==> src/rtl/sup_pkg.sv <==
package sup_pkg;
  typedef enum logic [1:0] {
    SUP_PWRUP = 2'd0,
    SUP_RUN   = 2'd1,
    SUP_SLEEP = 2'd2,
    SUP_PROT  = 2'd3
  } sup_state_t;

  function automatic logic drives_output(sup_state_t s);
    return (s == SUP_PWRUP) || (s == SUP_RUN);
  endfunction
endpackage

==> src/rtl/sup_uv_filter.sv <==
module sup_uv_filter #(
  parameter int CODE_W   = 8,
  parameter int LO_CODE  = 188,
  parameter int HI_CODE  = 196,
  parameter int QUAL_CYC = 200
) (
  input  logic              clk,
  input  logic              rst_n,
  input  logic [CODE_W-1:0] vout_code,
  output logic              in_reg
);
  localparam int QW = $clog2(QUAL_CYC + 1);

  logic [QW-1:0] qcnt;
  logic          below;
  logic          above;

  assign below = vout_code < CODE_W'(LO_CODE);
  assign above = vout_code >= CODE_W'(HI_CODE);

  always_ff @(posedge clk or negedge rst_n) begin
    if (!rst_n) begin
      qcnt   <= '0;
      in_reg <= 1'b0;
    end else begin
      if (!below)
        qcnt <= '0;
      else if (qcnt != QW'(QUAL_CYC))
        qcnt <= qcnt + QW'(1);
      if (above)
        in_reg <= 1'b1;
      else if (below && qcnt == QW'(QUAL_CYC - 1))
        in_reg <= 1'b0;
    end
  end

  // no loss of regulation unless the code sat below the low threshold
  a_r5_no_drop_above_lo: assert property (@(posedge clk) disable iff (!rst_n)
    !below |=> !$fell(in_reg));
  // regulation is only regained at or above the high threshold
  a_r7_rise_needs_hi: assert property (@(posedge clk) disable iff (!rst_n)
    $rose(in_reg) |-> $past(above));
endmodule

==> src/rtl/sup_por_timer.sv <==
module sup_por_timer #(
  parameter int POR_CYC = 4750000
) (
  input  logic clk,
  input  logic rst_n,
  input  logic run,
  output logic done
);
  localparam int TW = $clog2(POR_CYC + 1);

  logic [TW-1:0] tcnt;

  assign done = (tcnt == TW'(POR_CYC));

  always_ff @(posedge clk or negedge rst_n) begin
    if (!rst_n)
      tcnt <= '0;
    else if (!run)
      tcnt <= '0;
    else if (!done)
      tcnt <= tcnt + TW'(1);
  end

  // a stop of the run condition clears the elapsed delay
  a_r6_clear_on_stop: assert property (@(posedge clk) disable iff (!rst_n)
    !run |=> !done);
endmodule

==> src/rtl/sup_state_ctl.sv <==
module sup_state_ctl
  import sup_pkg::*;
(
  input  logic       clk,
  input  logic       rst_n,
  input  logic       en_pin,
  input  logic       wd_fault,
  input  logic       prot,
  input  logic       in_reg,
  input  logic       por_done,
  output sup_state_t state,
  output logic       rst_q
);
  sup_state_t nxt;
  logic       go_sleep;

  assign go_sleep = !en_pin && wd_fault;

  always_comb begin
    nxt = state;
    if (prot)
      nxt = SUP_PROT;
    else begin
      case (state)
        SUP_PROT:  nxt = SUP_PWRUP;
        SUP_SLEEP: if (en_pin) nxt = SUP_PWRUP;
        SUP_PWRUP: begin
          if (go_sleep)                           nxt = SUP_SLEEP;
          else if (por_done && in_reg && !wd_fault) nxt = SUP_RUN;
        end
        SUP_RUN: begin
          if (go_sleep)     nxt = SUP_SLEEP;
          else if (!in_reg) nxt = SUP_PWRUP;
        end
        default: nxt = SUP_PWRUP;
      endcase
    end
  end

  always_ff @(posedge clk or negedge rst_n) begin
    if (!rst_n) begin
      state <= SUP_PWRUP;
      rst_q <= 1'b0;
    end else begin
      state <= nxt;
      rst_q <= (nxt == SUP_RUN) && !wd_fault;
    end
  end

  // an enable request always leaves sleep
  a_r3_wake: assert property (@(posedge clk) disable iff (!rst_n)
    (state == SUP_SLEEP && en_pin && !prot) |=> state == SUP_PWRUP);
  // reset release needs an elapsed delay, regulation and a good watchdog
  a_r4_release: assert property (@(posedge clk) disable iff (!rst_n)
    $rose(rst_q) |-> ($past(por_done) && $past(in_reg) && !$past(wd_fault)));
endmodule

==> src/rtl/rail_supervisor.sv <==
module rail_supervisor
  import sup_pkg::*;
#(
  parameter int CODE_W   = 8,
  parameter int LO_CODE  = 188,
  parameter int HI_CODE  = 196,
  parameter int QUAL_CYC = 200,
  parameter int POR_CYC  = 4750000
) (
  input  logic              clk,
  input  logic              rst_n,
  input  logic              en_pin,
  input  logic [CODE_W-1:0] vout_code,
  input  logic              ov_flag,
  input  logic              ot_flag,
  input  logic              wd_fault,
  output logic              out_en,
  output logic              rst_out_n,
  output logic              sleep_o
);
  sup_state_t state;
  logic       in_reg;
  logic       por_done;
  logic       prot;
  logic       rst_q;

  assign prot      = ov_flag || ot_flag;
  assign out_en    = drives_output(state);
  assign sleep_o   = (state == SUP_SLEEP);
  assign rst_out_n = rst_q;

  sup_uv_filter #(
    .CODE_W(CODE_W), .LO_CODE(LO_CODE), .HI_CODE(HI_CODE), .QUAL_CYC(QUAL_CYC)
  ) u_uv (
    .clk(clk), .rst_n(rst_n), .vout_code(vout_code), .in_reg(in_reg)
  );

  sup_por_timer #(.POR_CYC(POR_CYC)) u_por (
    .clk(clk), .rst_n(rst_n), .run(out_en && in_reg), .done(por_done)
  );

  sup_state_ctl u_ctl (
    .clk(clk), .rst_n(rst_n), .en_pin(en_pin), .wd_fault(wd_fault),
    .prot(prot), .in_reg(in_reg), .por_done(por_done),
    .state(state), .rst_q(rst_q)
  );

  // enable high keeps the output on
  a_r1_enable_keeps_on: assert property (@(posedge clk) disable iff (!rst_n)
    (en_pin && !prot) |=> out_en);
  // enable low plus watchdog fault enters sleep
  a_r2_sleep_entry: assert property (@(posedge clk) disable iff (!rst_n)
    (out_en && !en_pin && wd_fault && !prot) |=> (sleep_o && !out_en));
  // protection cuts output and asserts reset
  a_r8_protect: assert property (@(posedge clk) disable iff (!rst_n)
    prot |=> (!out_en && !rst_out_n));
  // reset values
  a_r10_reset_vals: assert property (@(posedge clk)
    !rst_n |-> (out_en && !rst_out_n && !sleep_o));
endmodule

==> config.mk <==
export PLATFORM = sky130hd
export DESIGN_NAME = rail_supervisor
export DESIGN_NICKNAME = d
export VERILOG_FILES = /design/src/rtl/sup_pkg.sv /design/src/rtl/sup_uv_filter.sv /design/src/rtl/sup_por_timer.sv /design/src/rtl/sup_state_ctl.sv /design/src/rtl/rail_supervisor.sv
export SDC_FILE = /design/constraint.sdc
export NUM_CORES = 1
export LEC_CHECK = 0
export CORE_MARGIN = 5
export CORE_UTILIZATION = 25
export CTS_BUF_LIST = sky130_fd_sc_hd__clkbuf_8
export CTS_CLUSTER_SIZE = 14
export DETAILED_ROUTE_END_ITERATION = 12
export GPL_TIMING_DRIVEN = 0
export PLACE_DENSITY = 0.48
export RECOVER_POWER = 25
export SLEW_MARGIN = 20
export SYNTH_ARGS = -nofsm -noshare
export SYNTH_HDL_FRONTEND = slang
export SYNTH_HIERARCHICAL = 1
export SYNTH_SLANG_ARGS = --single-unit
export TNS_END_PERCENT = 100
==> constraint.sdc <==
create_clock -name clk -period 2.4 [get_ports clk]
set_clock_uncertainty 0.15 [all_clocks]
set_input_delay 0.36 -clock clk [delete_from_list [all_inputs] [get_ports clk]]
set_output_delay 0.36 -clock clk [all_outputs]
set_load 0.02 [all_outputs]
== Yosys cells after proc, flatten, opt, wreduce, memory -nomap -nowiden ==
Index checks and enable logic that the tools add are counted.

* Register bits after elaboration: 35
* Output and inout port bits: 3
* Word-level logic and storage cells: 43

* Add/subtract/negate cells: 2
* Order comparisons: 2
* Eq/ne operators: 9
* Multiplexer cells: 13
* Reduce and logical (&&, ||, !) cells: 12

{| class="wikitable"
|+ Operators with widths
! kind !! number
|-
| 23-bit two-way mux || 2
|-
| 23-bit by 1-bit adder with 23-bit output, second input constant || 1
|-
| 23-bit == test, second input constant || 1
|-
| 8-bit two-way mux || 2
|-
| 2-bit two-way mux || 6
|-
| 8-bit by 1-bit adder with 8-bit output, second input constant || 1
|-
| 8-bit == test, second input constant || 1
|-
| 8-bit >= comparator, second input constant || 1
|-
| 8-bit < comparator, second input constant || 1
|-
| 8-bit != test, second input constant || 1
|-
| 2-bit one-hot mux with 4 select lines || 1
|-
| 1-bit logical AND || 6
|-
| 2-bit by 1-bit == test with 1-bit output, second input constant || 2
|-
| 2-bit == test, second input constant || 2
|-
| 2-bit != test, second input constant || 2
|-
| 1-bit logical NOT || 2
|-
| 2-bit logical NOT || 1
|-
| 1-bit logical OR || 2
|-
| 1-bit two-way mux || 2
|-
| 2-bit nonzero test || 1
|}

== Longest topological paths before layout ==
Gate-level depths: netlist of the first run.

* Word-level depth: 9
* Mapped depth: 8
* Depth with buffers taken out: 8

== By module ==
The synthesis of the first run kept the hierarchy.

{| class="wikitable"
|+ Modules (own cells, without submodules)
! module !! instances !! cells an instance !! area each (sq um)
|-
| sup_por_timer || 1 || 141 || 1297.5
|-
| sup_uv_filter || 1 || 55 || 534.3
|-
| sup_state_ctl || 1 || 13 || 151.4
|-
| rail_supervisor || 1 || 4 || 22.5
|}

== Worst setup path before layout of the first run ==
Ideal clock, no wire load.

* Kind: reg-to-reg
* Start point: reg u_por.tcnt[0]
* End point: reg u_por.tcnt[22]
* Library setup time: 0.078 ns
* Arrival time: 1.759 ns
* Required time: 2.172 ns
* Slack: 0.413 ns
* Cell stages (with the launch flop): 6
* Buffers on the path: 0
* Path through: dfrtp_1 -> ha_1 -> nand3_2 -> or4_4 -> or4_1 -> a21oi_1

* Longest elaborated chain between the ends: 3
* Elaborated cells on any way between the ends: 5
* Classes of those cells: add/sub (1); eq/ne (2); mux (2)

{| class="wikitable"
|+ RTL lines
! item !! line !! RTL
|-
| start: declaration || sup_por_timer.sv:11 || <nowiki>logic [TW-1:0] tcnt;</nowiki>
|-
| start signal: assignment || sup_por_timer.sv:21 || <nowiki>tcnt <= tcnt + TW'(1);</nowiki>
|-
| 23-bit by 1-bit adder with 23-bit output || sup_por_timer.sv:21 ||
|-
| 23-bit two-way mux || sup_por_timer.sv:20 || <nowiki>else if (!done)</nowiki>
|-
| 23-bit two-way mux || sup_por_timer.sv:18 || <nowiki>else if (!run)</nowiki>
|}

Several ways; a longest one is shown, not always the timed one. The select of a mux whose other input is x is not followed.
A chain may end at the register's enable or synchronous reset.

== Final worst setup path of the first run ==
* Start point: reg u_por.tcnt[1]
* End point: reg u_por.tcnt[22]

The elaborated chain is that of the path after synthesis.

==> results.rst, run 1 <==
.. list-table::
   :header-rows: 1

   * - Metric
     - Value
   * - Outcome
     - completed
   * - Static leakage
     - 0.865 nW
   * - Area enclosed by the die boundary
     - 9910 µm²
   * - Registers with the most flip-flops
     - u_por/tcnt: 23 flops, u_uv/qcnt: 8 flops, u_ctl/state: 2 flops
   * - Biggest register
     - u_por/tcnt
   * - Aggregate global routing overflow
     - 0
   * - Crit path cell chain
     - ha_1, nand3_2, or4_4, or4_1, a21oi_1
   * - HPWL after DPL
     - 3210 µm
   * - Drc violations
     - 0
   * - Placed cell count
     - 330
   * - Max Cap Violations
     - 0
   * - Average footprint of a synthesized cell
     - 9.42 µm²
   * - Post-detailed-routing wire length
     - 4350 µm
   * - Pin count of the biggest net entering global routing
     - 23
   * - Total via count after detailed routing
     - 1,612
   * - Delay contributed by the slowest stage of the critical path
     - 0.57 ns
   * - Final setup viols
     - 0
   * - Count of buffer and inverter cells on the critical path
     - 0
   * - Power Total
     - 0.00121 W
   * - Critical-path cell with the highest stage delay
     - sky130_fd_sc_hd__or4_4
   * - Post-route ant nets
     - 0
   * - Commonest non-fill, non-tap cell in the layout
     - sky130_fd_sc_hd__dfrtp_1
   * - Number of warnings printed during yosys synthesis
     - 6
   * - Synthesized netlist net count
     - 231
   * - Critical path type
     - reg -> reg
   * - Clock transition at the registers of the reported paths
     - 0.07 ns
   * - Shortest clock period the worst path allows after layout
     - 2.24 ns
   * - Number of buffers created by CTS
     - 5
   * - Highest net fanout along the worst path
     - 8
   * - Max-slew violation total from the final report
     - 0
   * - Count of antenna diodes in the layout
     - 0
   * - Largest register FFs
     - 23
   * - Crit. End Element
     - register
   * - Per-cell via count in the routed design
     - 4.76
   * - Post-placement cell area
     - 2300 µm²
   * - Worst hold path type
     - reg -> reg
   * - Multi-input gate area in the final layout
     - 1050 µm²
   * - Utilization after layout
     - 30.4%
   * - Flops & latches, synth
     - 35
   * - Cell at the root of the clock tree
     - sky130_fd_sc_hd__clkbuf_8
   * - Clock sink count
     - 35
   * - Ys flop type
     - sky130_fd_sc_hd__dfrtp_1
   * - Clock tree from TritonCTS
     - done
   * - Total track usage
     - 9.47%
   * - Via count of the first global-routing pass
     - 1,615
   * - First-pass iteration count of the detailed router
     - 4
   * - Horiz. Die Dim
     - 99.6 µm
   * - Fin area
     - 2360 µm²
   * - Fmax
     - 0.447 GHz
   * - Setup repair after global routing missed its margin
     - false
   * - Buffers from clock root to sink, at most
     - 2
   * - Worst max-slew margin expressed relative to the limit
     - 50.2%
   * - Initial Util
     - 25.8%
   * - Data arrival time of the critical path
     - 2.30 ns
   * - Commonest cells after routing, fill and taps aside
     - sky130_fd_sc_hd__dfrtp_1, sky130_fd_sc_hd__a21oi_1, sky130_fd_sc_hd__nor2_1, sky130_fd_sc_hd__nand2_1, sky130_fd_sc_hd__o21ai_0
   * - Detailed router's first-iteration violation count
     - 50
   * - Maximum level of the CTS H-tree
     - 2
   * - Number of synthesized flops with an enable pin
     - 0
   * - Wire length of the first global-routing pass
     - 7650 µm
   * - Clk Latency, worst-skew pair
     - 0.29 ns
   * - Height of the die
     - 99.6 µm
   * - Placer Congestion
     - 0.752
   * - Final period utilization
     - 93.2%
   * - Gate count after technology mapping
     - 213
   * - Required arrival time at the worst endpoint
     - 2.46 ns
   * - Kind of start point of the critical path
     - register
   * - Number of rows in the core area
     - 32
   * - Layout cell share with drive strength beyond 1
     - 9.28%
   * - Worst hold margin
     - 0.408 ns
   * - Sequential Area
     - 876 µm²
   * - Antenna violations before repair
     - 0
   * - Ratio of total power to cell area
     - 510 nW/µm²
   * - Layout net count
     - 254
   * - Seq/Total Area, Yosys
     - 43.7%
   * - Share of flip-flops with an asynchronous set or reset
     - 100%
   * - Area Growth Syn to Fin
     - 17.8%
   * - Number of filler instances in the final layout
     - 843
   * - Max IR drop VDD
     - 0.000192 V
   * - Routed wire per std cell
     - 12.8 µm
   * - Final-report hold violation count
     - 0
   * - Pin slew with the least headroom to its limit
     - 0.747 ns
   * - Final cell count without fillers
     - 339
   * - Post-synth cell types
     - 45
   * - Area of the mapped netlist
     - 2010 µm²
   * - Number of top-level design ports
     - 17
   * - Number of buffers inserted by post-CTS setup repair
     - 0
   * - Area inside the core boundary
     - 7770 µm²
   * - Port-buffer cells
     - 14
   * - Critical path's top delay family
     - simple AND/OR/NAND/NOR gates
[Yosys cell counts, drive strengths merged (8+ instances only)]
cell	instances	share of area (%)
a21oi	18	4.5
dfrtp	35	44
inv	11	2.1
nand2	14	2.6
nand3	13	3.5
nor2	14	2.6
nor3	9	2.2
nor4	9	3.9
o21ai	14	3.5
or3	11	3.4
xnor2	8	3.5
[kinds of logic (layout without fill, tap and decap cells)]
logic type | Yosys count | in the layout | synth area share [%]
compound gates | 40 | 40 | 11.0
simple gates | 103 | 103 | 32.7
xor+xnor | 11 | 11 | 4.80
buf+inv | 17 | 41 | 3.81
fa+ha+maj | 4 | 4 | 2.50
flops | 35 | 35 | 43.7
mux | 3 | 3 | 1.50
[final cells by class]
cell class              count  share of cell area (%)
inverters                  11                    1.75
flip-flops and latches     35                    37.1
clock inverters             3                   0.529
repair buffers             16                    6.30
clock buffers               5                    2.91
plain buffers               6                    1.48
well taps                 102                    5.40
multi-input cells         161                    44.6
[power by group]
| group | total [W] | leakage, nW | switching [W] | internal [W] |
|---|---|---|---|---|
| combinational | 0.000153 | 0.344 | 0.0000809 | 0.0000725 |
| sequential | 0.000645 | 0.471 | 0.0000288 | 0.000616 |
| clock | 0.000407 | 0.0505 | 0.000212 | 0.000195 |
[worst reg2reg max path: stages, from the launching register on]
cell	delay [ns]
sky130_fd_sc_hd__dfrtp_1	0.45
sky130_fd_sc_hd__ha_1	0.22
sky130_fd_sc_hd__nand3_2	0.18
sky130_fd_sc_hd__or4_4	0.58
sky130_fd_sc_hd__or4_1	0.42
sky130_fd_sc_hd__a21oi_1	0.16
[worst paths after layout]
| path | slack (ns) | to | cells after the start | startpoint |
|---|---|---|---|---|
| max | 0.16 | u_por/tcnt[22] | 5 | u_por/tcnt[1] |
| min | 0.41 | u_por/tcnt[13] | 2 | u_por/tcnt[13] |
| max reg2reg | 0.16 | u_por/tcnt[22] | 5 | u_por/tcnt[1] |
| min reg2reg | 0.41 | u_por/tcnt[13] | 2 | u_por/tcnt[13] |
| max in group asynchronous | 0.57 | u_uv/qcnt[2] | 3 | rst_n |
| min in group asynchronous | 0.49 | u_por/tcnt[15] | 2 | rst_n |
[per-layer routing]
| metal | wire [µm] | track usage, % | up-vias |
|---|---|---|---|
| met4 | 30 | 2.84 | 0 |
| met5 | 0 | 0 | - |
| met1 | 2170 | 12.8 | 779 |
| met3 | 118 | 2.52 | 4 |
| li1 | - | - | 815 |
| met2 | 2030 | 14.9 | 14 |
[stage by stage]
stage / setup slack (ns) / setup TNS, ns
after floorplan: 0.413 / 0
after global placement: -0.0836 / -2.84
after detailed placement: 0.189 / 0
after CTS: 0.173 / 0
after global routing: 0.0313 / 0
final: 0.164 / 0
[timing repair]
item / CTS / global route
hold buffers: 1 / 0
resized for setup: 0 / 0
endpoints found under the hold margin: 13 / 0
Power figures use the tool's default switching activity.
==> run 2: changes to the inputs <==
Settings changed: CAP_MARGIN set to 25, PLACE_DENSITY 0.48 to 0.52.
==> results.rst, run 2 (same netlist as run 1, synthesis figures left out) <==
.. list-table::
   :header-rows: 1

   * - Metric
     - Value
   * - Count of antenna diodes in the layout
     - 0 (unchanged)
   * - Number of top-level design ports
     - 17 (unchanged)
   * - Cell at the root of the clock tree
     - sky130_fd_sc_hd__clkbuf_8
   * - Setup repair after global routing missed its margin
     - false
   * - Clock sink count
     - 35 (unchanged)
   * - Area inside the core boundary
     - 7770 µm² (unchanged)
   * - Number of buffers created by CTS
     - 5 (unchanged)
   * - Post-route ant nets
     - 0 (unchanged)
   * - Total track usage
     - 9.31% (-0.16 points)
   * - Ratio of total power to cell area
     - 514 nW/µm² (+0.72%)
   * - Outcome
     - completed
   * - Largest register FFs
     - 23 (unchanged)
   * - Clock tree from TritonCTS
     - done
   * - Area Growth Syn to Fin
     - 18.0%
   * - Worst max-slew margin expressed relative to the limit
     - 56.5% (+6.3 points)
   * - Max IR drop VDD
     - 0.000240 V (+25%)
   * - Data arrival time of the critical path
     - 2.29 ns (about the same)
   * - Critical path type
     - reg -> reg
   * - First-pass iteration count of the detailed router
     - 4 (unchanged)
   * - Biggest register
     - u_por/tcnt
   * - Layout cell share with drive strength beyond 1
     - 9.70% (+0.42 points)
   * - Clock transition at the registers of the reported paths
     - 0.08 ns (about the same)
   * - Commonest cells after routing, fill and taps aside
     - sky130_fd_sc_hd__dfrtp_1, sky130_fd_sc_hd__a21oi_1, sky130_fd_sc_hd__nor2_1, sky130_fd_sc_hd__nand2_1, sky130_fd_sc_hd__o21ai_0
   * - Pin slew with the least headroom to its limit
     - 0.652 ns (-0.0945 ns)
   * - Routed wire per std cell
     - 12.6 µm (-1.5%)
   * - Required arrival time at the worst endpoint
     - 2.46 ns (about the same)
   * - Crit path cell chain
     - ha_1, nand3_2, or4_4, or4_1, a21oi_1
   * - Post-placement cell area
     - 2290 µm² (-0.33%)
   * - Detailed router's first-iteration violation count
     - 81 (+62%)
   * - Fmax
     - 0.449 GHz (+0.31%)
   * - Wire length of the first global-routing pass
     - 7630 µm (-0.18%)
   * - Kind of start point of the critical path
     - register
   * - Shortest clock period the worst path allows after layout
     - 2.23 ns (-0.00688 ns)
   * - Hold Path Cell Cnt
     - 2 (unchanged)
   * - HPWL after DPL
     - 3160 µm (-1.6%)
   * - Registers with the most flip-flops
     - u_por/tcnt: 23 flops, u_uv/qcnt: 8 flops, u_ctl/state: 2 flops
   * - Setup crit start
     - u_por/tcnt[1]
   * - Antenna violations before repair
     - 0 (unchanged)
   * - Max-slew violation total from the final report
     - 0 (unchanged)
   * - Total via count after detailed routing
     - 1,606 (-0.37%)
   * - Highest net fanout along the worst path
     - 8 (unchanged)
   * - Initial Util
     - 25.8% (unchanged)
   * - Aggregate global routing overflow
     - 0 (unchanged)
   * - Via count of the first global-routing pass
     - 1,639 (+1.5%)
   * - Height of the die
     - 99.6 µm (unchanged)
   * - Placer Congestion
     - 0.767 (+2.0%)
   * - Worst hold path type
     - reg -> reg
   * - Worst hold margin
     - 0.412 ns (+0.00457 ns)
   * - Port-buffer cells
     - 14 (unchanged)
   * - Layout net count
     - 254 (unchanged)
   * - Buffers from clock root to sink, at most
     - 2 (unchanged)
   * - Crit. End Element
     - register
   * - Number of buffers inserted by post-CTS setup repair
     - 0 (unchanged)
   * - Drc violations
     - 0 (unchanged)
   * - Static leakage
     - 0.861 nW (-0.53%)
   * - Clk Latency, worst-skew pair
     - 0.28 ns (about the same)
   * - Horiz. Die Dim
     - 99.6 µm (unchanged)
   * - Per-cell via count in the routed design
     - 4.74 (-0.37%)
   * - Launching point of the worst reg2reg path
     - u_por/tcnt[1]
   * - Path depth of the worst reg2reg path
     - 5 (unchanged)
   * - Min-delay src
     - u_por/tcnt[13]
   * - Pin count of the biggest net entering global routing
     - 26 (+13%)
   * - Max Cap Violations
     - 0 (unchanged)
   * - Commonest non-fill, non-tap cell in the layout
     - sky130_fd_sc_hd__dfrtp_1
   * - Final period utilization
     - 92.9% (-0.29 points)
   * - Post-detailed-routing wire length
     - 4290 µm (-1.5%)
   * - Delay contributed by the slowest stage of the critical path
     - 0.58 ns (about the same)
   * - Final setup viols
     - 0 (unchanged)
   * - Final-report hold violation count
     - 0 (unchanged)
   * - Area enclosed by the die boundary
     - 9910 µm² (unchanged)
   * - Fin area
     - 2370 µm² (+0.16%)
   * - Number of rows in the core area
     - 32 (unchanged)
   * - Maximum level of the CTS H-tree
     - 2 (unchanged)
   * - Critical-path cell with the highest stage delay
     - sky130_fd_sc_hd__or4_4
-- run 2: cell types whose count changed in the layout (fill, tap and decap cells not counted) --
cell	delta
sky130_fd_sc_hd__or2_0	-1
sky130_fd_sc_hd__inv_1	-1
sky130_fd_sc_hd__or2_1	+1
sky130_fd_sc_hd__clkinvlp_4	+1
-- run 2: where the power goes --
| group | switching (W) | internal, W | total (W) |
|---|---|---|---|
| logic | 0.0000817 | 0.0000731 | 0.000155 |
| clock network | 0.000216 | 0.000199 | 0.000415 |
| registers | 0.0000303 | 0.000616 | 0.000646 |
-- run 2: final timing paths --
check / slack [ns] / to
setup / recovery: 0.17 / u_por/tcnt[22]
setup reg to reg: 0.17 / u_por/tcnt[22]
hold reg to reg: 0.41 / u_por/tcnt[13]
hold / removal: 0.41 / u_por/tcnt[13]
max in group asynchronous: 0.60 / u_por/tcnt[4]
min in group asynchronous: 0.44 / u_por/tcnt[16]
-- run 2: area by class of cell --
cell class                 instances  area, µm²
fill                             841       5400
multi-input combinational        161       1050
sequential                        35        876
timing repair buffer              16        149
tap                              102        128
clock buffer                       5       68.8
inverter                          11       41.3
buffer                             6       35.0
clock inverter                     3       16.3
-- run 2: repair_timing --
item,in CTS,in global routing
resized for setup,0,0
hold endpoints to repair,10,0
hold buffers,1,0
endpoints found under the setup margin,0,0
-- run 2: metrics by stage --
step                      power (W)  utilization [%]  std cells  setup WS, ns  TNS, ns
after floorplan            0.000749                -        213         0.413        0
after global placement     0.000809             29.3        329       -0.0537    -1.79
after detailed placement   0.000818             29.5        330         0.195        0
after CTS                   0.00124             30.7        339         0.166        0
after global routing        0.00129             30.5        339        0.0558        0
final                       0.00122             30.5        339         0.171        0
-- run 2: critical path, delay by kind of cell, from the launching register on --
| kind | cells | cell delay (ns) |
|---|---|---|
| flops | 1 | 0.45 |
| simple gates | 3 | 1.18 |
| compound gates | 1 | 0.15 |
| fa+ha+maj | 1 | 0.22 |
-- run 2: layer usage --
metal / up-vias / GRT usage, % / routed length, µm
met5: - / 0 / 0
met4: 0 / 2.21 / 17
met3: 2 / 2.31 / 89
met2: 11 / 15.3 / 2060
met1: 779 / 12.3 / 2120
li1: 814 / - / -
==> run 3: changes to the inputs <==
Settings changed: CAP_MARGIN 25 to 20, SKIP_CTS_REPAIR_TIMING set to 1.
==> results of run 3 <==
The final DEF is identical to that of run 2; final timing and power are the same.
